File: src/rtl/cfg_io_port_pkg.sv
package cfg_io_port_pkg;

  localparam int ADDR_W = 32;
  localparam int DATA_W = 32;
  localparam int LANES  = DATA_W / 8;
  localparam int LANE_W = $clog2(LANES);

  typedef enum logic [1:0] {
    SEL_ADDR = 2'd0,
    SEL_CFG  = 2'd1,
    SEL_IO   = 2'd2,
    SEL_RSVD = 2'd3
  } regSel_e;

  typedef enum logic [1:0] {
    SZ_BYTE = 2'd0,
    SZ_HALF = 2'd1,
    SZ_WORD = 2'd2,
    SZ_RSVD = 2'd3
  } size_e;

  typedef struct packed {
    logic ack;
    logic err;
    logic loadAddr;
    logic readAddr;
    logic issue;
    logic isIo;
  } strobe_t;

endpackage

File: src/rtl/cfg_io_port_ctrl.sv
module cfg_io_port_ctrl
  import cfg_io_port_pkg::*;
(
  input  logic        hValid,
  input  logic        hWrite,
  input  logic [1:0]  hRegSel,
  input  logic [1:0]  hLane,
  input  logic [1:0]  hSize,
  output strobe_t     strobes
);

  logic dataLegal;
  logic addrLegal;

  // Size-per-lane legality shared by both data windows
  always_comb begin
    unique case (hLane)
      2'd0:    dataLegal = (hSize != SZ_RSVD);
      2'd2:    dataLegal = (hSize == SZ_BYTE) || (hSize == SZ_HALF);
      default: dataLegal = (hSize == SZ_BYTE);
    endcase
  end

  assign addrLegal = (hSize == SZ_WORD) && (hLane == 2'd0);

  always_comb begin
    strobes = '0;
    if (hValid) begin
      unique case (regSel_e'(hRegSel))
        SEL_ADDR: begin
          if (addrLegal) begin
            strobes.ack      = 1'b1;
            strobes.loadAddr = hWrite;
            strobes.readAddr = !hWrite;
          end else begin
            strobes.err = 1'b1;
          end
        end
        SEL_CFG, SEL_IO: begin
          if (dataLegal) begin
            strobes.ack   = 1'b1;
            strobes.issue = 1'b1;
            strobes.isIo  = (hRegSel == SEL_IO);
          end else begin
            strobes.err = 1'b1;
          end
        end
        default: strobes.err = 1'b1;
      endcase
    end
  end

endmodule

File: src/rtl/cfg_io_port_dp.sv
module cfg_io_port_dp
  import cfg_io_port_pkg::*;
(
  input  logic              clk,
  input  logic              rstN,
  input  strobe_t           strobes,
  input  logic              hWrite,
  input  logic [1:0]        hLane,
  input  logic [1:0]        hSize,
  input  logic [DATA_W-1:0] hWdata,
  output logic              hAck,
  output logic              hErr,
  output logic [DATA_W-1:0] hRdata,
  output logic              dValid,
  output logic              dIsIo,
  output logic              dWrite,
  output logic [1:0]        dSize,
  output logic [ADDR_W-1:0] dAddr,
  output logic [DATA_W-1:0] dWdata
);

  logic [ADDR_W-1:0] rawAddr;
  logic [ADDR_W-1:0] baseAddr;
  logic [ADDR_W-1:0] reqAddr;
  logic [DATA_W-1:0] leData;
  logic [DATA_W-1:0] beData;
  logic [LANES-1:0]  laneUsed;

  assign baseAddr = {rawAddr[ADDR_W-1:2], 2'b00};
  // Low bits of the base are zero, so OR and add give the same address
  assign reqAddr  = baseAddr | {{(ADDR_W-2){1'b0}}, hLane};

  // Which byte lanes the access size covers
  generate
    for (genvar i = 0; i < LANES; i++) begin : g_used
      assign laneUsed[i] = (i < (1 << hSize));
    end
  endgenerate

  // Little-endian: byte i of the value goes to address +i
  // Big-endian: byte (n-1-i) of the value goes to address +i
  generate
    for (genvar i = 0; i < LANES; i++) begin : g_lane
      logic [7:0] swapByte;
      always_comb begin
        swapByte = 8'h00;
        for (int n = 1; n <= LANES; n = n * 2) begin
          if ((1 << hSize) == n && i < n)
            swapByte = hWdata[8*(n-1-i) +: 8];
        end
      end
      assign leData[8*i +: 8] = laneUsed[i] ? hWdata[8*i +: 8] : 8'h00;
      assign beData[8*i +: 8] = laneUsed[i] ? swapByte : 8'h00;
    end
  endgenerate

  always_ff @(posedge clk) begin
    if (!rstN) begin
      rawAddr <= '0;
      hAck    <= 1'b0;
      hErr    <= 1'b0;
      hRdata  <= '0;
      dValid  <= 1'b0;
      dIsIo   <= 1'b0;
      dWrite  <= 1'b0;
      dSize   <= 2'd0;
      dAddr   <= '0;
      dWdata  <= '0;
    end else begin
      hAck   <= strobes.ack;
      hErr   <= strobes.err;
      dValid <= strobes.issue;
      hRdata <= strobes.readAddr ? rawAddr : '0;
      if (strobes.loadAddr) rawAddr <= hWdata;
      if (strobes.issue) begin
        dIsIo  <= strobes.isIo;
        dWrite <= hWrite;
        dSize  <= hSize;
        dAddr  <= reqAddr;
        dWdata <= !hWrite ? '0 : (strobes.isIo ? beData : leData);
      end
    end
  end

endmodule

File: src/rtl/cfg_io_port.sv
module cfg_io_port
  import cfg_io_port_pkg::*;
(
  input  logic        clk,
  input  logic        rstN,
  input  logic        hValid,
  input  logic        hWrite,
  input  logic [1:0]  hRegSel,
  input  logic [1:0]  hLane,
  input  logic [1:0]  hSize,
  input  logic [31:0] hWdata,
  output logic        hAck,
  output logic        hErr,
  output logic [31:0] hRdata,
  output logic        dValid,
  output logic        dIsIo,
  output logic        dWrite,
  output logic [1:0]  dSize,
  output logic [31:0] dAddr,
  output logic [31:0] dWdata
);

  strobe_t strobes;

  cfg_io_port_ctrl u_ctrl (
    .hValid (hValid),
    .hWrite (hWrite),
    .hRegSel(hRegSel),
    .hLane  (hLane),
    .hSize  (hSize),
    .strobes(strobes)
  );

  cfg_io_port_dp u_dp (
    .clk    (clk),
    .rstN   (rstN),
    .strobes(strobes),
    .hWrite (hWrite),
    .hLane  (hLane),
    .hSize  (hSize),
    .hWdata (hWdata),
    .hAck   (hAck),
    .hErr   (hErr),
    .hRdata (hRdata),
    .dValid (dValid),
    .dIsIo  (dIsIo),
    .dWrite (dWrite),
    .dSize  (dSize),
    .dAddr  (dAddr),
    .dWdata (dWdata)
  );

endmodule

File: config.mk
export PLATFORM = sky130hd
export DESIGN_NAME = cfg_io_port
export DESIGN_NICKNAME = d
export VERILOG_FILES = /design/src/rtl/cfg_io_port_pkg.sv /design/src/rtl/cfg_io_port_ctrl.sv /design/src/rtl/cfg_io_port_dp.sv /design/src/rtl/cfg_io_port.sv
export SDC_FILE = /design/constraint.sdc
export NUM_CORES = 1
export LEC_CHECK = 0
export BUFFER_PORTS_ARGS = -buffer_cell sky130_fd_sc_hd__buf_2
export CELL_PAD_IN_SITES_DETAIL_PLACEMENT = 1
export CELL_PAD_IN_SITES_GLOBAL_PLACEMENT = 1
export CORE_AREA = 2 2 124 126
export CTS_CLUSTER_DIAMETER = 60
export DETAILED_ROUTE_END_ITERATION = 12
export DIE_AREA = 0 0 126 128
export GPL_TIMING_DRIVEN = 0
export PLACE_DENSITY = 0.76
export SLEW_MARGIN = 5
export SYNTH_ARGS = -nofsm -noshare
export SYNTH_HDL_FRONTEND = slang
export SYNTH_SLANG_ARGS = --single-unit
File: constraint.sdc
create_clock -name clk -period 1.45 [get_ports clk]
set_clock_uncertainty 0.05 [all_clocks]
set_input_delay 0.145 -clock clk [delete_from_list [all_inputs] [get_ports clk]]
set_output_delay 0.145 -clock clk [all_outputs]
set_load 0.02 [all_outputs]
# Word level (Yosys, flattened, before mapping)

Index checks and enable logic that the tools add are counted.

Add/sub/neg operators: 0
Multiply operators: 0
Div/mod/pow operators: 0
Order comparisons: 4
Eq/ne operators: 9
Shifts and indexed selects: 1
Multiplexer cells: 29
Bitwise gates (word level): 1
Reductions and logical operators: 9

Operator list:

| operator                                            | count |
|---|---|
| two-way mux 8 bit                                   | 15 |
| < comparator 3 x 32 -> 1 bit (first input constant) | 2 |
| two-way mux 32 bit                                  | 2 |
| == test 32 x 2 -> 1 bit (second input constant)     | 1 |
| == test 32 x 3 -> 1 bit (second input constant)     | 1 |
| == test 32 x 4 -> 1 bit (second input constant)     | 1 |
| < comparator 1 x 32 -> 1 bit (first input constant) | 1 |
| < comparator 2 x 32 -> 1 bit (first input constant) | 1 |
| OR 32 x 2 -> 32 bit                                 | 1 |
| left shift 1 x 2 -> 32 bit (first input constant)   | 1 |
| two-way mux 2 bit                                   | 4 |
| == test 2 bit (second input constant)               | 3 |
| zero test 2 bit                                     | 3 |
| one-hot mux 1 bit (2 select lines)                  | 3 |
| == test 2 x 1 -> 1 bit (second input constant)      | 2 |
| two-way mux 1 bit                                   | 4 |
| two-way mux 4 bit                                   | 1 |
| AND reduction 2 bit                                 | 2 |
| != test 2 bit (second input constant)               | 1 |
| OR reduction 2 bit                                  | 1 |
| logical AND 1 bit                                   | 1 |
| zero test 1 bit                                     | 1 |
| logical OR 1 bit                                    | 1 |

Bits in registers: 135
Bits in latches: 0
RAM bits: 0
Memory bits (read-only): 0
Input bits: 42
Word-level logic and storage cells: 63
Memories kept: 0

# Longest topological paths before layout

Depth in word-level cells: 8
Gate-level depth with buffers: 9
Depth with buffers taken out: 7

# By module

A second synthesis with hierarchy kept.

Cells, all modules: 556
Area total of the unflattened synthesis: 5437.7 um^2

Modules (own cells, without submodules):

| module           | times used | cells each | area an instance (um^2) | seq. area each (um^2) |
|---|---|---|---|---|
| cfg_io_port_dp   | 1          | 535        | 5310.1                  | 2702.6 |
| cfg_io_port_ctrl | 1          | 21         | 127.6                   | 0.0 |

# Least setup slack after synthesis

No wires, ideal clock.

Path kind: input-to-reg
Start point: in hRegSel[0]
End point: reg u_dp.dWdata[6]
Library setup time: 0.125 ns
Arrival: 1.410 ns
Slack: -0.135 ns
Stages on the path: 9
Cells stage by stage: inv_1 ha_1 nand2_2 or3_1 buf_6 nor2_8 buf_6 a222oi_1 o2bb2ai_2

Cells in the longest elaborated chain, start to end: 6
Elaborated cells between the ends (all ways): 8
Classes of those cells: eq/ne (2); mux (5); reduce/logical (1)

RTL lines:

| element                                                 | RTL line                                       | RTL |
|---|---|---|
| start, declared                                         | cfg_io_port.sv:8                               | `input logic [1:0] hRegSel,` |
| == test 2 bit or == test 2 x 1 -> 1 bit (tied branches) | cfg_io_port_ctrl.sv:29, cfg_io_port_ctrl.sv:43 |  |
| two-way mux 2 bit or OR reduction 2 bit (tied branches) | cfg_io_port_ctrl.sv:40, cfg_io_port_ctrl.sv:29 |  |
| two-way mux 2 bit *                                     | cfg_io_port_ctrl.sv:29                         | `unique case (regSel_e'(hRegSel))` |
| two-way mux 4 bit *                                     | cfg_io_port_ctrl.sv:28                         | `if (hValid) begin` |
| two-way mux 32 bit (2 in series)                        | cfg_io_port_dp.sv:80                           | `dWdata <= !hWrite ? '0 : (strobes.isIo ? beData : leData);` |
| end signal, assigned                                    | cfg_io_port_dp.sv:80                           |  |
| end, declared                                           | cfg_io_port_dp.sv:19                           | `output logic [DATA_W-1:0] dWdata` |

Mark *: on every way between the ends. The rest lies on a longest branch, timed or not.
A chain may end at the register's enable or synchronous reset.

# Worst setup path in the final report

Start point: in hRegSel[0]
End point: reg u_dp.dWdata[8]

Same word-level chain as after synthesis.

==> key figures <==
Power and ir drop
  – Leakage power: 3.046 nW
  – PwrDens: 1268 mW/mm^2
  – Total power: 9.078 mW
  – Max IR drop VDD: 826.2 uV

GRT
  – Vias in the first global route: 4,855
  – Initial antenna violation count: 0
  – GRT overflow: 0
  – Gr usage total: 0.2105
  – First-pass GRT wire length: 26.05 mm
  – Largest net degree at the start of global routing: 17

Synthesis
  – Syn Inst Count: 529
  – Mapped Avg Cell Area: 9.669 sq um
  – Mapped Area: 0.005115 sq mm
  – Cell accounting for the most synthesized area: dfxtp_1
  – Post-Synth Simple-Gate Area: 0.1999
  – Yosys top cell area share: 0.5284
  – Synth Area in Compound Gates: 0.2184
  – Mux contribution to synthesized area: 0
  – Post-synthesis xor/xnor area fraction: 0
  – Syn nets: 574
  – Most area-consuming cells after synthesis: dfxtp_1 (53%), nand2_1 (10%), a21boi_0 (6.2%)
  – FF+latch count, synth: 135
  – Post-synthesis adder-cell area fraction: 0.007339
  – Library cells used by synthesis: 41
  – Synthesis warning total: 0
  – Seq/Total Area, Yosys: 0.5284
  – Largest family of logic cells by synthesized area: compound AO/OA/AOI/OAI gates

Routing
  – Iteration-0 DRC count of the detailed router: 282
  – Avg WL per Cell: 18.51 um
  – DRC: 0
  – Total Wirelength: 17.01 mm
  – Routed vias: 4,687
  – Vias/cell: 5.100
  – Final ANT Viol Nets: 0
  – DR pass1 iterations: 8

Die
  – Die Width: 126 um
  – Die Area: 0.01613 sq mm
  – CORE AREA: 0.01486 sq mm
  – Initial Utilization: 0.3441
  – I/O Pins: 145
  – Die height: 128 um
  – FP Rows: 45

Placement
  – RePlAce Congestion: 0.7981
  – Post-DP Area: 0.006178 sq mm
  – IO Port Bufs: 142
  – Dpl hpwl: 12.49 mm

Clock tree
  – H-tree depth reported by CTS: 4
  – Clock Latency Late Sink: 420 ps
  – Clock buffer depth: 2
  – Root buf cell: clkbuf_16
  – Clock Pin Slew Worst Setup and Hold Paths: 60 ps
  – CTS buffer count: 17
  – Clk sink count: 135
  – TritonCTS clock tree: done

Finish
  – Layout cells sized above 1: 0.3338
  – Nets: 763
  – Area Growth Syn to Fin: 39.97%
  – Final instance area: 0.007159 sq mm
  – Ant. Diodes: 0
  – Final core utilization: 0.4817

STA
  – Final min period: 1378 ps
  – Hold Vio Cnt, Final: 0
  – F_max: 725.9 MHz
  – Slew @ Worst Pin: 612.7 ps
  – Total negative slack: 0 ps
  – Final period util: 0.9500
  – Slew headroom: 0.5888
  – # setup viols final: 0
  – RSZ-0062 raised after global routing: yes
  – Slew Viols, Final: 0

Critical path
  – CP Data Required Time: 1710 ps
  – Setup crit start kind: input port
  – CP endpoint kind: flop
  – Worst EP arrival: 1630 ps
  – CP max FO: 8
  – Kind of critical path: in -> reg

Outcome
  – Outcome: complete, no violations

Flow run
  – Max_cap viols: 0

Worst hold path
  – HP Class: in -> reg
## metrics by stage
stage / std cells / hold WS (ps) / worst slack [ps]
after global routing: 919 / 22.39 / -15.52
final: 919 / 18.97 / 72.44
after CTS: 918 / 12.63 / 2.510
after global placement: 859 / 381.4 / -507.7
after floorplan: 529 / 229.8 / -80.85
after detailed placement: 859 / 388.6 / -590.0
## cell usage in the layout, fill, tap and decap left out, types with 5 or more instances in the layout
master	instances
and3_4	11
and2_1	33
buf_4	10
a21boi_0	41
a21oi_1	6
clkbuf_2	5
a21boi_1	27
dfxtp_1	135
a21oi_2	10
a222oi_1	16
nand2_1	139
o2bb2ai_1	28
buf_6	5
clkbuf_16	17
clkbuf_1	11
and3_1	6
buf_2	148
dlygate4sd3_1	27
## flip-flops by register name, summed over array words and instances, names as in the netlist, 2 cells and up
signal        flops
u_dp.dAddr       32
u_dp.dSize        2
u_dp.dWdata      32
u_dp.hRdata      32
u_dp.rawAddr     32
## power breakdown
group | leakage [nW] | switching (mW) | internal (mW)
Clock | 0.319 | 1.61 | 3.06
Sequential | 1.09 | 0.0178 | 3.74
Combinational | 1.64 | 0.382 | 0.268
## metal layers
layer / track usage / vias up / wire length (um)
li1: - / 2214 / -
met1: 0.2531 / 2290 / 7165
met2: 0.3650 / 157 / 8564
met3: 0.04883 / 26 / 957
met4: 0.08339 / 0 / 323
met5: 0 / - / 0
## synth_stat cells, drive strengths merged
| master | count |
|---|---|
| o22ai | 1 |
| inv | 4 |
| a222oi | 16 |
| nand4 | 2 |
| a21oi | 16 |
| nor4b | 1 |
| and2 | 33 |
| dfxtp | 135 |
| or3 | 2 |
| nor3b | 1 |
| nor2 | 7 |
| a21boi | 69 |
| o21ai | 2 |
| ha | 3 |
| o21a | 1 |
| o31ai | 1 |
| nand2 | 141 |
| nor3 | 2 |
| clkbuf | 16 |
| a211oi | 1 |
| and3 | 17 |
| a221oi | 1 |
| buf | 22 |
| nand3 | 3 |
| o2bb2ai | 31 |
| or4b | 1 |
## path summary, 6_finish.rpt
path / start / to / slack [ps] / cells past startpoint
setup / recovery: hRegSel[0] / u_dp.dWdata[8] / 70 / 8
hold / removal: hWdata[4] / u_dp.rawAddr[4] / 20 / 3
setup reg to reg: u_dp.rawAddr[14] / u_dp.rawAddr[14] / 690 / 2
hold reg to reg: u_dp.dWdata[16] / u_dp.dWdata[16] / 410 / 1
## cell type report
| cell class | count | area [sq um] |
|---|---|---|
| sequential | 135 | 2703 |
| clock buffer | 21 | 480.5 |
| tap | 188 | 235.2 |
| fill | 1690 | 7705 |
| timing repair buffer | 171 | 996.0 |
| buffer | 37 | 227.7 |
| multi-input combinational | 352 | 2321 |
| inverter | 4 | 27.53 |
| clock inverter | 11 | 168.9 |
## what timing repair did
| action | CTS | global route |
|---|---|---|
| hold endpoints to repair | 27 | 0 |
| resized for setup | 4 | 16 |
| endpoints found under the setup margin | 32 | 59 |
| pin swaps | 2 | 6 |
| hold buffers | 27 | 0 |
| buffers inserted | 0 | 2 |
## worst max-delay path: stages
cell and delay (ps):
buf_2 160, inv_12 60, ha_4 140, nand2_4 90
or3_4 400, a21boi_4 190, a222oi_1 330, o2bb2ai_1 120
## logic make-up after synthesis
group,Yosys count
compound gates,139
fa+ha+maj,3
buf+inv,42
simple gates,210
flops,135
Note: power is estimated with default switching activity, not from simulation.
